## config.mk

```make
export PLATFORM = sky130hd
export DESIGN_NAME = phy_ctrl_reg
export DESIGN_NICKNAME = d
export VERILOG_FILES = /design/src/rtl/phy_ctrl_pkg.sv /design/src/rtl/phy_ctrl_store.sv /design/src/rtl/phy_ctrl_view.sv /design/src/rtl/phy_col_path.sv /design/src/rtl/phy_ctrl_reg.sv
export SDC_FILE = /design/constraint.sdc
export NUM_CORES = 1
export LEC_CHECK = 0
export ABC_AREA = 1
export BUFFER_PORTS_ARGS = -buffer_cell sky130_fd_sc_hd__buf_4
export CAP_MARGIN = 30
export CORE_MARGIN = 2
export CORE_UTILIZATION = 35
export CTS_CLUSTER_DIAMETER = 120
export CTS_CLUSTER_SIZE = 12
export DETAILED_ROUTE_END_ITERATION = 6
export PLACE_DENSITY_LB_ADDON = 0.12
export SLEW_MARGIN = 15
export SYNTH_ARGS = -nofsm -noshare
export SYNTH_HDL_FRONTEND = slang
export SYNTH_SLANG_ARGS = --single-unit
export TNS_END_PERCENT = 50
```

## constraint.sdc

```tcl
create_clock -name clk -period 1.04 [get_ports clk]
set_clock_uncertainty 0.1 [all_clocks]
set_input_delay 0.156 -clock clk [delete_from_list [all_inputs] [get_ports clk]]
set_output_delay 0.156 -clock clk [all_outputs]
set_load 0.02 [all_outputs]
```

## src/rtl/phy_ctrl_pkg.sv

```systemverilog
// Package: bit positions, the control-state type and the default and decode
// helpers shared by the control register and its submodules.
// Assumes a 16-bit management register with a fixed bit layout.
package phy_ctrl_pkg;

    localparam int REG_W   = 16;
    localparam int B_RST   = 15;
    localparam int B_LOOP  = 14;
    localparam int B_SPEED = 13;
    localparam int B_ANEN  = 12;
    localparam int B_PDN   = 11;
    localparam int B_ISO   = 10;
    localparam int B_RSTAN = 9;
    localparam int B_DUP   = 8;
    localparam int B_COLT  = 7;
    localparam int RSV_W   = B_COLT;   // bits below collision test are reserved

    typedef struct packed {
        logic soft_rst;
        logic loopback;
        logic speed;
        logic an_en;
        logic pwrdn;
        logic isolate;
        logic an_restart;
        logic duplex;
        logic col_test;
    } ctrl_t;

    // Default control state after either reset.
    function automatic ctrl_t ctrl_default();
        ctrl_t c;
        c        = '0;
        c.speed  = 1'b1;
        c.an_en  = 1'b1;
        c.duplex = 1'b1;
        return c;
    endfunction

endpackage

```

## src/rtl/phy_ctrl_store.sv

```systemverilog
// Stored control bits with the self-clearing handshakes.
// Assumes wr_en is a single-cycle strobe. While a soft reset is pending the
// register is locked against writes until rst_done is seen.
module phy_ctrl_store
    import phy_ctrl_pkg::*;
(
    input  logic             clk,
    input  logic             rst_n,
    input  logic             wr_en,
    input  logic [REG_W-1:0] wr_data,
    input  logic             an_started,
    input  logic             rst_done,
    output ctrl_t            q
);

    ctrl_t nxt;

    // Next-state selection: reset lock, soft reset, then normal write.
    always_comb begin
        nxt = q;
        if (q.soft_rst) begin
            if (rst_done) nxt.soft_rst = 1'b0;
        end else if (wr_en && wr_data[B_RST]) begin
            nxt          = ctrl_default();
            nxt.soft_rst = 1'b1;
        end else begin
            if (an_started) nxt.an_restart = 1'b0;
            if (wr_en) begin
                nxt.loopback = wr_data[B_LOOP];
                nxt.speed    = wr_data[B_SPEED];
                nxt.an_en    = wr_data[B_ANEN];
                nxt.pwrdn    = wr_data[B_PDN];
                nxt.isolate  = wr_data[B_ISO];
                nxt.duplex   = wr_data[B_DUP];
                nxt.col_test = wr_data[B_COLT];
                if (!wr_data[B_ANEN])
                    nxt.an_restart = 1'b0;
                else if (wr_data[B_RSTAN])
                    nxt.an_restart = 1'b1;
            end
        end
    end

    // State register with synchronous active-low reset.
    always_ff @(posedge clk) begin
        if (!rst_n) q <= ctrl_default();
        else        q <= nxt;
    end

endmodule

```

## src/rtl/phy_ctrl_view.sv

```systemverilog
// Read-back and effective speed/duplex. While negotiation is enabled the
// negotiated values replace the stored speed and duplex bits.
// Assumes an_speed and an_duplex are already synchronous to clk.
module phy_ctrl_view
    import phy_ctrl_pkg::*;
(
    input  ctrl_t            q,
    input  logic             an_speed,
    input  logic             an_duplex,
    output logic [REG_W-1:0] rd_data,
    output logic             speed_eff,
    output logic             duplex_eff
);

    // Choose stored or negotiated speed and duplex.
    always_comb begin
        speed_eff  = q.an_en ? an_speed  : q.speed;
        duplex_eff = q.an_en ? an_duplex : q.duplex;
    end

    // Assemble the read word; reserved low bits read zero.
    always_comb begin
        rd_data            = '0;
        rd_data[B_RST]     = q.soft_rst;
        rd_data[B_LOOP]    = q.loopback;
        rd_data[B_SPEED]   = speed_eff;
        rd_data[B_ANEN]    = q.an_en;
        rd_data[B_PDN]     = q.pwrdn;
        rd_data[B_ISO]     = q.isolate;
        rd_data[B_RSTAN]   = q.an_restart;
        rd_data[B_DUP]     = duplex_eff;
        rd_data[B_COLT]    = q.col_test;
        rd_data[RSV_W-1:0] = '0;
    end

endmodule

```

## src/rtl/phy_col_path.sv

```systemverilog
// Collision output select: in test mode transmit enable is looped back.
// Assumes all inputs are synchronous to the MAC-side clock; purely combinational.
module phy_col_path (
    input  logic col_test,
    input  logic tx_en,
    input  logic col_in,
    output logic col_out
);

    // Pick the collision source.
    always_comb col_out = col_test ? tx_en : col_in;

endmodule

```

## src/rtl/phy_ctrl_reg.sv

```systemverilog
// Top level of the PHY basic control register: storage, read-back view and
// collision test path. Assumes one management write per strobe cycle.
module phy_ctrl_reg
    import phy_ctrl_pkg::*;
(
    input  logic             clk,
    input  logic             rst_n,
    input  logic             wr_en,
    input  logic [REG_W-1:0] wr_data,
    output logic [REG_W-1:0] rd_data,
    input  logic             an_started,
    input  logic             an_speed,
    input  logic             an_duplex,
    input  logic             rst_done,
    input  logic             tx_en,
    input  logic             col_in,
    output logic             col_out,
    output logic             soft_rst_o,
    output logic             loopback_o,
    output logic             speed_o,
    output logic             duplex_o,
    output logic             pwrdn_o,
    output logic             isolate_o,
    output logic             an_en_o,
    output logic             an_restart_o
);

    ctrl_t q;

    phy_ctrl_store u_store (
        .clk        (clk),
        .rst_n      (rst_n),
        .wr_en      (wr_en),
        .wr_data    (wr_data),
        .an_started (an_started),
        .rst_done   (rst_done),
        .q          (q)
    );

    phy_ctrl_view u_view (
        .q          (q),
        .an_speed   (an_speed),
        .an_duplex  (an_duplex),
        .rd_data    (rd_data),
        .speed_eff  (speed_o),
        .duplex_eff (duplex_o)
    );

    phy_col_path u_col (
        .col_test (q.col_test),
        .tx_en    (tx_en),
        .col_in   (col_in),
        .col_out  (col_out)
    );

    // Drive the plain control outputs from the stored state.
    always_comb begin
        soft_rst_o   = q.soft_rst;
        loopback_o   = q.loopback;
        pwrdn_o      = q.pwrdn;
        isolate_o    = q.isolate;
        an_en_o      = q.an_en;
        an_restart_o = q.an_restart;
    end

endmodule

```

==> flow_metrics.env <==
export IMPL_layout_cells_most_common="buf_4"
export IMPL_reg2reg_depth=5
export IMPL_maxSlewViolCount=0
export IMPL_rows=14
export IMPL_max_stage_delay_ns=0.34
export IMPL_start_kind="flip-flop"
export IMPL_p_leak_nw=0.453
export IMPL_die_h_microns=42.9
export IMPL_crit_path_end_kind="primary output"
export IMPL_post_route_drc_count=0
export IMPL_hold_class="in2reg"
export IMPL_grt_setup_unrepaired="true"
export IMPL_min_to="u_store.q[5]"
export IMPL_crit_fanout=2
export IMPL_area_growth_pct=67.8
export IMPL_setup_viol_count_final=10
export IMPL_crit_slowest_cell="dfxtp_2"
export IMPL_fin_ws_ns=-0.249
export IMPL_grt_pass1_wl_microns=2190
export IMPL_synthesis_area_sq_um=529
export IMPL_p_int_mw=0.730
export IMPL_crit_chain="mux2_4 -> buf_6"
export IMPL_drt_iter0_drc=8
export IMPL_crit_buf_inv=1
export IMPL_via_count=545
export IMPL_wirelength_microns=1270
export IMPL_cts_sinks=9
export IMPL_timing_final_crit_share=1.24
export IMPL_clkTransAtPathRegs_ns=0.07
export IMPL_start_util=0.364
export IMPL_synthCells=70
export IMPL_max_cap_viol_count=0
export IMPL_worstSkewPairLatency_ns=0.26
export IMPL_layout_common_cells="27 x buf_4, 14 x buf_6, 8 x dfxtp_2"
export IMPL_seq_power_share=0.365
export IMPL_ys_warn_count=0
export IMPL_worstPathRequired_ns=0.78
export IMPL_min_period_ns=1.29
export IMPL_switchingPower_mw=0.370
export IMPL_reg2reg_to="u_store.q[0]"
export IMPL_arrival_ns=1.03
export IMPL_grt_max_degree=10
export IMPL_max_freq_ghz=0.776
export IMPL_io_pins=50
export IMPL_synth_avg_cell_area_sq_um=7.56
export IMPL_clockPowerShare=0.258
export IMPL_utilization=0.611
export IMPL_n_antenna_cell=0
export IMPL_dp_slack_ns=-0.0238
export IMPL_critical_path_class="reg2out"
export IMPL_wl_per_cell_microns=10.5
export IMPL_cts_buffer_depth=2
export IMPL_status="finished with violations"
export IMPL_htreeDepth=1
export IMPL_coreArea_sq_um=1450
export IMPL_violations="setup timing"
export IMPL_hold_viol_final=0
export IMPL_ant_nets=0
export IMPL_cp_top_family="flip-flops"
export IMPL_layout_drive_gt1_share=0.648
export IMPL_holdPathStages=2
export IMPL_min_from="rst_n"
export IMPL_instances_no_fill=121
export IMPL_gp_congestion=0.704
export IMPL_dp_cells=113
export IMPL_cts_buffers=3
export IMPL_die_area_sq_um=1840
export IMPL_regMostFlops="u_store.q"
export IMPL_power_density_nw_per_um2=1240
export IMPL_root_buffer="clkbuf_4"
export IMPL_reg2reg_from="u_store.q[0]"
export IMPL_first_pass_iters=4
export IMPL_grt_overflow_total=0
export IMPL_synth_ff_latch_count=9
export IMPL_tns_ns=-1.37
export IMPL_final_nets=131
export IMPL_antenna_found_initial=0
export IMPL_ir_drop_v=0.000601
export IMPL_dieWidth_microns=42.9
export IMPL_gr_usage_all_layers=0.160
export IMPL_viasPerCell=4.50
export IMPL_ys_types=16
export IMPL_top_regs="u_store.q (9)"
export IMPL_ys_seq_area_frac=0.340
export IMPL_comb_power_share=0.377
export IMPL_largest_reg_flops=9
export IMPL_r2r_slack_ns=0.03
export IMPL_io_buffers=35
export IMPL_cts_tree="yes"
export IMPL_p_sw_frac=0.337
export IMPL_grt_pass1_vias=512
export IMPL_dpl_hpwl_microns=923
-- worst max path at each step --
stage	from	to	slack [ns]	cells after the start
after CTS	u_store.q[0]	col_out	-0.25	2
after detailed placement	u_store.q[0]	col_out	-0.02	2
after global placement	u_store.q[0]	col_out	-0.003	2
final	u_store.q[0]	col_out	-0.25	2
after floorplan	u_store.q[5]	rd_data[13]	-0.06	2
after global routing	u_store.q[0]	col_out	-0.28	2
-- cell type report --
type / count / area, sq um
flip-flops and latches: 9 / 194
well taps: 16 / 20.0
inverters: 8 / 37.5
fillers: 144 / 566
clock buffers: 4 / 26.3
multi-input cells: 43 / 250
repair buffers: 41 / 360
-- layer usage --
| layer | vias up | track usage | wire, microns |
|---|---|---|---|
| met4 | 0 | 0.113 | 14 |
| li1 | 274 | - | - |
| met2 | 21 | 0.276 | 711 |
| met3 | 2 | 0.0298 | 78 |
| met5 | - | 0 | 0 |
| met1 | 248 | 0.172 | 468 |
-- power groups by stage --
stage	Clock (mW)	Combinational, mW	Sequential, mW
floorplan	0	0.229	0.421
global placement	0	0.350	0.399
detailed placement	0	0.352	0.401
CTS	0.292	0.400	0.400
global route	0.324	0.444	0.406
finish	0.284	0.415	0.401
-- worst register-to-register path, stage by stage, from the launching register on --
cell	delay [ns]
dfxtp_2	0.33
buf_4	0.13
buf_6	0.11
buf_4	0.12
nor2_2	0.07
nor3_1	0.05
-- through the flow --
step | area [sq um] | power, mW | hold slack (ns)
after floorplan | 576 | 0.650 | 0.139
after global placement | 749 | 0.749 | 0.285
after detailed placement | 749 | 0.753 | 0.285
after CTS | 857 | 1.09 | 0.00947
after global routing | 888 | 1.17 | 0.00326
final | 888 | 1.10 | 0.00821
-- synth_stat cells --
library cell	instances	area share
a21oi_1	5	0.047
and3_1	1	0.012
buf_4	16	0.23
conb_1	1	0.0071
dfxtp_1	9	0.34
inv_1	7	0.050
inv_6	1	0.017
mux2_2	1	0.021
nand2_1	9	0.064
nand2_4	1	0.021
nand3_1	1	0.0094
nor2_1	2	0.014
nor2_2	4	0.047
nor3_1	4	0.038
o211ai_1	2	0.028
o21ai_0	6	0.057
-- kinds of logic after synthesis --
group | share of synthesized area
buffers and inverters | 0.293
and+or+nand+nor | 0.206
AOI/OAI and AO/OA | 0.132
DFF | 0.340
muxes | 0.0213
other | 0.00709
-- what timing repair did --
action / CTS / global route
endpoints found under the setup margin: 15 / 25
buffers inserted: 2 / 2
endpoints found under the hold margin: 0 / 0
pin swaps: 2 / 1
hold buffers: 0 / 0
resized for setup: 24 / 6
Power figures use the tool's default switching activity.
